===== config.mk =====
export PLATFORM = sky130hd
export DESIGN_NAME = wdog_match_timer
export DESIGN_NICKNAME = d
export VERILOG_FILES = /design/src/rtl/wdm_pkg.sv /design/src/rtl/wdm_prescaler.sv /design/src/rtl/wdm_channel.sv /design/src/rtl/wdog_match_timer.sv
export SDC_FILE = /design/constraint.sdc
export NUM_CORES = 1
export LEC_CHECK = 0
export CAP_MARGIN = 15
export CORE_MARGIN = 2
export CORE_UTILIZATION = 60
export DETAILED_ROUTE_END_ITERATION = 10
export PLACE_DENSITY = 0.86
export SLEW_MARGIN = 30
export SYNTH_ARGS = -nofsm -noshare
export SYNTH_HDL_FRONTEND = slang
export SYNTH_SLANG_ARGS = --single-unit

===== constraint.sdc =====
create_clock -name clk -period 6.82 [get_ports clk]
set_input_delay 0.682 -clock clk [delete_from_list [all_inputs] [get_ports clk]]
set_output_delay 0.682 -clock clk [all_outputs]
set_load 0.05 [all_outputs]

===== src/rtl/wdm_pkg.sv =====
// Package: shared word indices and the external pin action encoding
// for the prescaled watchdog match timer. Assumes 32-bit bus words.
package wdm_pkg;
    localparam int BUS_W = 32;
    localparam int NCH   = 2;

    localparam logic [3:0] IDX_FLAGS = 4'd0;
    localparam logic [3:0] IDX_CTRL  = 4'd1;
    localparam logic [3:0] IDX_TC    = 4'd2;
    localparam logic [3:0] IDX_PRE   = 4'd3;
    localparam logic [3:0] IDX_PC    = 4'd4;
    localparam logic [3:0] IDX_ACT   = 4'd5;
    localparam logic [3:0] IDX_MV0   = 4'd6;
    localparam logic [3:0] IDX_MV1   = 4'd7;
    localparam logic [3:0] IDX_PINS  = 4'd15;

    typedef enum logic [1:0] {
        PIN_KEEP   = 2'b00,
        PIN_LOW    = 2'b01,
        PIN_HIGH   = 2'b10,
        PIN_TOGGLE = 2'b11
    } pin_act_e;
endpackage


===== src/rtl/wdm_prescaler.sv =====
// Module: wdm_prescaler
// Divides the clock. The count advances each cycle while run is high and
// wraps to zero in the cycle it equals limit; that cycle raises tick.
// Assumes a bus load (ld) wins over counting; tick still reflects the old count.
module wdm_prescaler #(
    parameter int PS_W = 16
) (
    input  logic            clk,
    input  logic            rst_n,
    input  logic            run,
    input  logic [PS_W-1:0] limit,
    input  logic            ld,
    input  logic [PS_W-1:0] ld_val,
    output logic [PS_W-1:0] pc,
    output logic            tick
);
    // Tick: enabled and the count has reached the limit.
    assign tick = run && (pc == limit);

    // Prescale count register: load, wrap or increment.
    always_ff @(posedge clk) begin
        if (!rst_n) begin
            pc <= '0;
        end else if (ld) begin
            pc <= ld_val;
        end else if (run) begin
            pc <= tick ? '0 : pc + 1'b1;
        end
    end
endmodule


===== src/rtl/wdm_channel.sv =====
// Module: wdm_channel
// One compare channel: recognises a match on a tick while the counter is
// not held in reset, and owns the level of its external match pin.
// Assumes a match with a non-keep action wins over a bus write of the level.
module wdm_channel #(
    parameter int CNT_W = 16
) (
    input  logic             clk,
    input  logic             rst_n,
    input  logic             tick,
    input  logic             hold,
    input  logic [CNT_W-1:0] tc,
    input  logic [CNT_W-1:0] mv,
    input  wdm_pkg::pin_act_e act,
    input  logic             lvl_we,
    input  logic             lvl_wd,
    output logic             match,
    output logic             level
);
    import wdm_pkg::*;

    // Match detect: only on a tick, and never while the counter is held.
    assign match = tick && !hold && (tc == mv);

    // Pin level register: match action first, then software write.
    always_ff @(posedge clk) begin
        if (!rst_n) begin
            level <= 1'b0;
        end else if (match && act != PIN_KEEP) begin
            unique case (act)
                PIN_LOW:    level <= 1'b0;
                PIN_HIGH:   level <= 1'b1;
                default:    level <= ~level;
            endcase
        end else if (lvl_we) begin
            level <= lvl_wd;
        end
    end
endmodule


===== src/rtl/wdog_match_timer.sv =====
// Module: wdog_match_timer (top)
// Register file, timer counter, latched match flags and request output of
// the prescaled watchdog match timer. Single-cycle bus: reads are
// combinational, writes land on the next rising edge. Assumes CNT_W and
// PS_W are at most 32.
module wdog_match_timer #(
    parameter int CNT_W = 16,
    parameter int PS_W  = 16
) (
    input  logic        clk,
    input  logic        rst_n,
    input  logic        bus_sel,
    input  logic        bus_wr,
    input  logic [5:0]  bus_addr,
    input  logic [31:0] bus_wdata,
    output logic [31:0] bus_rdata,
    output logic [1:0]  ext_match,
    output logic        reset_req
);
    import wdm_pkg::*;

    logic [3:0]       widx;
    logic             wr_any;
    logic             run_en, hold_rst;
    logic [CNT_W-1:0] tc_q;
    logic [PS_W-1:0]  pr_q, pc_q;
    logic             tick;
    logic [5:0]       mcr_q;
    logic [1:0]       flags_q;
    logic [CNT_W-1:0] mv_q [NCH];
    pin_act_e         act_q [NCH];
    logic [NCH-1:0]   match_v, lvl_v, clr_en, stop_en, req_en;
    logic             clr_any, stop_any;

    assign widx   = bus_addr[5:2];
    assign wr_any = bus_sel && bus_wr;

    // Per-channel action enables from the match action register.
    assign req_en  = {mcr_q[3], mcr_q[0]};
    assign clr_en  = {mcr_q[4], mcr_q[1]};
    assign stop_en = {mcr_q[5], mcr_q[2]};
    assign clr_any  = |(match_v & clr_en);
    assign stop_any = |(match_v & stop_en);

    wdm_prescaler #(.PS_W(PS_W)) u_pre (
        .clk    (clk),
        .rst_n  (rst_n),
        .run    (run_en),
        .limit  (pr_q),
        .ld     (wr_any && widx == IDX_PC),
        .ld_val (bus_wdata[PS_W-1:0]),
        .pc     (pc_q),
        .tick   (tick)
    );

    for (genvar g = 0; g < NCH; g++) begin : g_ch
        wdm_channel #(.CNT_W(CNT_W)) u_ch (
            .clk    (clk),
            .rst_n  (rst_n),
            .tick   (tick),
            .hold   (hold_rst),
            .tc     (tc_q),
            .mv     (mv_q[g]),
            .act    (act_q[g]),
            .lvl_we (wr_any && widx == IDX_PINS),
            .lvl_wd (bus_wdata[g]),
            .match  (match_v[g]),
            .level  (lvl_v[g])
        );
    end

    // Timer counter: bus write, then reset/clear, then stop-hold, then count.
    always_ff @(posedge clk) begin
        if (!rst_n) begin
            tc_q <= '0;
        end else if (wr_any && widx == IDX_TC) begin
            tc_q <= bus_wdata[CNT_W-1:0];
        end else if (tick) begin
            if (hold_rst || clr_any) tc_q <= '0;
            else if (!stop_any)      tc_q <= tc_q + 1'b1;
        end
    end

    // Control bits: a firing stop always leaves enable cleared.
    always_ff @(posedge clk) begin
        if (!rst_n) begin
            run_en   <= 1'b0;
            hold_rst <= 1'b0;
        end else if (wr_any && widx == IDX_CTRL) begin
            run_en   <= bus_wdata[0] && !stop_any;
            hold_rst <= bus_wdata[1];
        end else if (stop_any) begin
            run_en   <= 1'b0;
        end
    end

    // Match flags: write-one-to-clear, a new match always sets.
    always_ff @(posedge clk) begin
        if (!rst_n) begin
            flags_q <= '0;
        end else begin
            flags_q <= (flags_q & ~((wr_any && widx == IDX_FLAGS) ? bus_wdata[1:0] : 2'b00))
                       | match_v;
        end
    end

    // Plain configuration registers written only by software.
    always_ff @(posedge clk) begin
        if (!rst_n) begin
            pr_q  <= '0;
            mcr_q <= '0;
            for (int i = 0; i < NCH; i++) begin
                mv_q[i]  <= '0;
                act_q[i] <= PIN_KEEP;
            end
        end else if (wr_any) begin
            unique case (widx)
                IDX_PRE:  pr_q     <= bus_wdata[PS_W-1:0];
                IDX_ACT:  mcr_q    <= bus_wdata[5:0];
                IDX_MV0:  mv_q[0]  <= bus_wdata[CNT_W-1:0];
                IDX_MV1:  mv_q[1]  <= bus_wdata[CNT_W-1:0];
                IDX_PINS: begin
                    act_q[0] <= pin_act_e'(bus_wdata[5:4]);
                    act_q[1] <= pin_act_e'(bus_wdata[7:6]);
                end
                default: ;
            endcase
        end
    end

    // Read mux: reserved and unmapped words return zero.
    always_comb begin
        bus_rdata = '0;
        unique case (widx)
            IDX_FLAGS: bus_rdata = 32'(flags_q);
            IDX_CTRL:  bus_rdata = 32'({hold_rst, run_en});
            IDX_TC:    bus_rdata = 32'(tc_q);
            IDX_PRE:   bus_rdata = 32'(pr_q);
            IDX_PC:    bus_rdata = 32'(pc_q);
            IDX_ACT:   bus_rdata = 32'(mcr_q);
            IDX_MV0:   bus_rdata = 32'(mv_q[0]);
            IDX_MV1:   bus_rdata = 32'(mv_q[1]);
            IDX_PINS:  bus_rdata = 32'({act_q[1], act_q[0], 2'b00, lvl_v});
            default:   bus_rdata = '0;
        endcase
    end

    assign ext_match = lvl_v;
    assign reset_req = |(flags_q & req_en);
endmodule


### After elaboration in Yosys (flattened, before gate mapping)

Memory sizes are Yosys's and may differ from the RTL's.
Cells that the tools add are included.

* equality and inequality tests: 16
* muxes and demuxes: 34
* add/subtract/negate cells: 2
* bitwise gates (word level): 12
* reductions and logical operators: 30

Operator list (number)
* 16-bit two-way mux: 9
* 16-bit one-hot mux with 9 select lines: 1
* 16-bit == test: 3
* 16-bit by 1-bit adder with 16-bit output, second input constant: 2
* 1-bit two-way mux: 19
* 4-bit by 3-bit == test with 1-bit output, second input constant: 4
* 2-bit nonzero test: 7
* 1-bit logical AND: 13
* 2-bit AND: 4
* 4-bit by 2-bit == test with 1-bit output, second input constant: 2
* 2-bit two-way mux: 3
* 2-bit AND reduction: 3
* 2-bit OR reduction: 3
* 2-bit by 1-bit == test with 1-bit output, second input constant: 2
* 2-bit == test, second input constant: 2
* 4-bit by 1-bit == test with 1-bit output, second input constant: 1
* 4-bit == test, second input constant: 1
* 4-bit zero test: 1
* 1-bit bitwise OR: 4
* 1-bit one-hot mux with 2 select lines: 2
* 3-bit by 1-bit inequality test with 1-bit output, second input constant: 1
* 1-bit zero test: 2
* 1-bit inverter: 2
* 2-bit inverter: 1
* 2 further kinds: 2

* flip-flop bits (word level): 60
* RAM bits: 36
* memories: 2
* output and inout port bits: 35
* word-level logic and storage cells: 105

Memories
* mv_q: words 2, width 16, read ports 2, clocked after Yosys merged registers in 0, write ports 2, RTL line wdog_match_timer.sv:30 `logic [CNT_W-1:0] mv_q [NCH];`
* act_q: words 2, width 2, read ports 2, clocked after Yosys merged registers in 0, write ports 2, RTL line wdog_match_timer.sv:31 `pin_act_e act_q [NCH];`

### Depth between registers and ports, before layout

* depth after elaboration: 10
* depth in mapped cells: 9
* depth with buffers taken out: 8

### Modules after synthesis

Synthesis repeated with hierarchy kept, for this count alone.

* cell total of the unflattened synthesis: 642
* area, all modules: 5861.9 um2

By module, submodules not included
* wdog_match_timer: instances 1, seq. area each 1921.8 um2, cells each 437, area an instance 4139.0 um2
* wdm_prescaler: instances 1, seq. area each 320.3 um2, cells each 135, area an instance 1154.9 um2
* wdm_channel: instances 2, seq. area each 20.0 um2, cells each 35, area an instance 284.0 um2

### Least setup slack after synthesis

Ideal clock, no wire load.

* path kind: input port to output port
* start point: input bus_addr[3]
* end point: output bus_rdata[1]
* arrival: 2.997 ns
* cell stages on the path: 6
* setup slack: 3.141 ns
* cell sequence: clkbuf_1 nor3b_1 a222oi_1 o21ai_0 a21oi_1 o21ai_0

* word-level cells in the longest chain between the ends: 2
* elaborated cells between the ends (all ways): 10
* classes of those cells: eq/ne: 8; mux: 1; reduce/logical: 1

Ends and longest elaborated chain
* start: declaration: RTL line wdog_match_timer.sv:14 `input logic [5:0] bus_addr,`
* 4-bit == test, or another cell as far along: RTL line wdog_match_timer.sv:134 `unique case (widx)`
* 16-bit one-hot mux with 9 select lines (*): RTL line wdog_match_timer.sv:134
* end: declaration: RTL line wdog_match_timer.sv:16 `output logic [31:0] bus_rdata,`

Every way passes the cells marked *; elsewhere a longest branch is shown, timed or not.

### Worst setup path after layout

* start point: input bus_addr[5]
* end point: output bus_rdata[5]

The elaborated chain is that of the path after synthesis.

==> flow_summary.toml <==
[status]
outcome = "complete, no violations"

[placed_design]
dp_hpwl_um = 12900
dp_slack_ps = 2170
portBuffers = 42
finalWeightedCongestion = 1.02

[final_layout]
fin_nets = 712
fillers = 789
fin_util_pct = 66.9
layout-drive-gt1-share_pct = 8.37
area_delta_synth_final_pct = 9.43
antenna_cells_inserted = 0

[hold_path]
hold_path.class = "register to register"

[logic_synthesis]
synth.distinct_cells = 75
syn_inst = 655
yosysMostFrequentCell = "nand2_1"
synth_top_area_share_pct = 20.3
yosys_warnings = 0
synth_seq_cells = 96
synthTopCellsByArea = "dfxtp_1 20%, edfxtp_1 18%, xor2_1 6.8%"
postSynth.asyncResetShare_pct = 0
yosysSeqAreaShare_pct = 38.5
synth_area_per_cell_um2 = 9.04
syn_area_um2 = 5920
synth_edf_count = 36
synth_ff_type = "dfxtp_1"
synthTopCellsByCount = "87 x nand2_1, 60 x dfxtp_1, 46 x xor2_1, 43 x nor2_1, 36 x edfxtp_1"
synth_area_leader_cell = "dfxtp_1"

[cts]
cts_made_buffers = 9
cts_root_buffer = "clkbuf_8"
clk_latency_ps = 370
cts_setup_buffers = 0
htree_levels = 3
clock-sinks = 96
postCtsHoldBufs = 0
clock_path_buffers = 2
cts_tree = "yes"
cts_resized = 0
path_clk_slew_ps = 100

[sta]
finClkSkew_ps = 17.4
fmax_mhz = 210
maxSlewHeadroom_pct = 32.3
rsz0062_at_grt = "false"
tns_ps = 0
hold_viol = 0
min_period_over_period_pct = 69.9
final.min_clock_period_ps = 4770
setup_viol = 0
setup_ws_ps = 2050
whs_ps = 497
worst_slew_pin_slew_ps = 1010
slew_violations = 0

[floorplanning]
die_area_um2 = 10700
core.rowCount = 36
core_um2 = 9680
die_h_um = 103
ios = 77
start_util_pct = 61.1
die_w_um = 103

[grt]
grt_use_met2_pct = 53.9
gr-total-overflow = 0
grt.busiest_layer = "met2"
met3_usage_pct = 5.11
grt_pass1_wl_um = 27200
grt_pass1_vias = 4921
grt_antenna_before_repair = 0
gr-usage-met1_pct = 46.9
grt_max_degree = 52
grtUsageTotal_pct = 34.2

[drt]
drtPass1Iterations = 7
wl_um = 17900
num_vias = 5389
ant_nets = 0
drt_iter0_markers = 652
via_per_inst = 6.72
post_drt_wl_per_cell_um = 22.4
drc_errors = 0

[worst_setup_path]
start_kind = "input port"
cp.required_ps = 6140
setup.worst_path.end_class = "output pin"
arrival_ps = 4090
path_max_fanout = 17
crit_type = "input port to output pin"

[power]
power_leakage_uw = 0.00235
ir_worst_vdd_mv = 0.135
powerDensity_nw_per_um2 = 178

[flow_run]
drv_cap = 0
-- final timing paths --
kind | slack, ps | endpoint | startpoint | cells past startpoint
setup / recovery | 2050 | bus_rdata[5] | bus_addr[5] | 8
hold / removal | 500 | pr_q[6] | pr_q[6] | 2
setup reg to reg | 3510 | tc_q[8] | u_pre.pc[5] | 7
hold reg to reg | 500 | pr_q[6] | pr_q[6] | 2
-- sequential cells by signal, indices dropped and copies added (netlist names), 2 cells and up --
name             flops
mv_q                32
pr_q                16
tc_q                16
u_pre.pc            16
mcr_q                6
act_q                4
flags_q              2
g_ch.u_ch.level      2
-- metrics by stage --
step           instances  instance area (um2)  total power [uW]
2_1_floorplan        670                 5980               734
3_5_place_dp         786                 6270               780
6_report             802                 6480              1150
3_3_place_gp         786                 6270               776
4_1_cts              802                 6470              1150
5_1_grt              802                 6480              1190
-- layout by cell type, fill, tap and decap left out, types with 4 or more instances in the layout --
cell type        count
nand3_1             17
o21ai_1              7
clkbuf_8            10
o21ai_0             16
mux2i_1              9
nand4b_1             5
and4_1               6
clkdlybuf4s50_1     42
and2_1              23
o31ai_1              6
inv_1               13
xor2_1              46
nand4_1              7
o311a_1              4
a22oi_1             26
ha_1                 6
xnor2_1             15
o31a_1               4
a222oi_1            13
o311ai_0             4
buf_4                8
nand2_1             87
nor3_1               5
a211oi_1             5
conb_1              16
edfxtp_1            36
nor4_1              13
o211ai_1             4
mux2_2               6
a31oi_1              9
dfxtp_1             60
a21oi_1             30
and3_1               6
nor2_1              41
-- per-layer routing --
metal / routed length, um / vias up / share of wire (%)
li1: - / 2377 / -
met1: 7100 / 2506 / 40
met2: 8130 / 428 / 45
met3: 1870 / 78 / 10
met4: 839 / 0 / 4.7
met5: 0 / - / 0
-- power breakdown --
part / switching (uW) / internal, uW / total, uW
clock network: 215 / 169 / 384
registers: 17.1 / 610 / 627
logic: 99.0 / 44.7 / 144
-- critical path, cell delays in order --
cell             delay [ps]
clkdlybuf4s50_1         800
nand2b_1                380
nor3b_4                 740
a22oi_1                 150
nand3_1                 200
a21oi_1                  60
o22ai_1                 210
clkdlybuf4s50_1         850
-- layout make-up --
class	instances	area (um2)	share of cell area [%]
repair buffers	50	480	7.42
flip-flops and latches	96	2280	35.2
clock buffers	12	166	2.57
well taps	133	166	2.57
clock inverters	4	35.0	0.541
multi-input cells	493	3300	50.9
inverters	14	52.6	0.811
-- kinds of logic (layout without fill, tap and decap cells) --
group	after synthesis	in the layout	synth area share, %
muxes	16	16	3.04
xor gates and xnor gates	62	62	9.30
AOI/OAI and AO/OA	155	155	18.9
adders and majority gates	6	6	1.27
DFF	96	96	38.5
buffers and inverters	81	80	7.21
other	1	16	0.0633
and+or+nand+nor	238	238	21.7
Note: power is estimated with default switching activity, not from simulation.
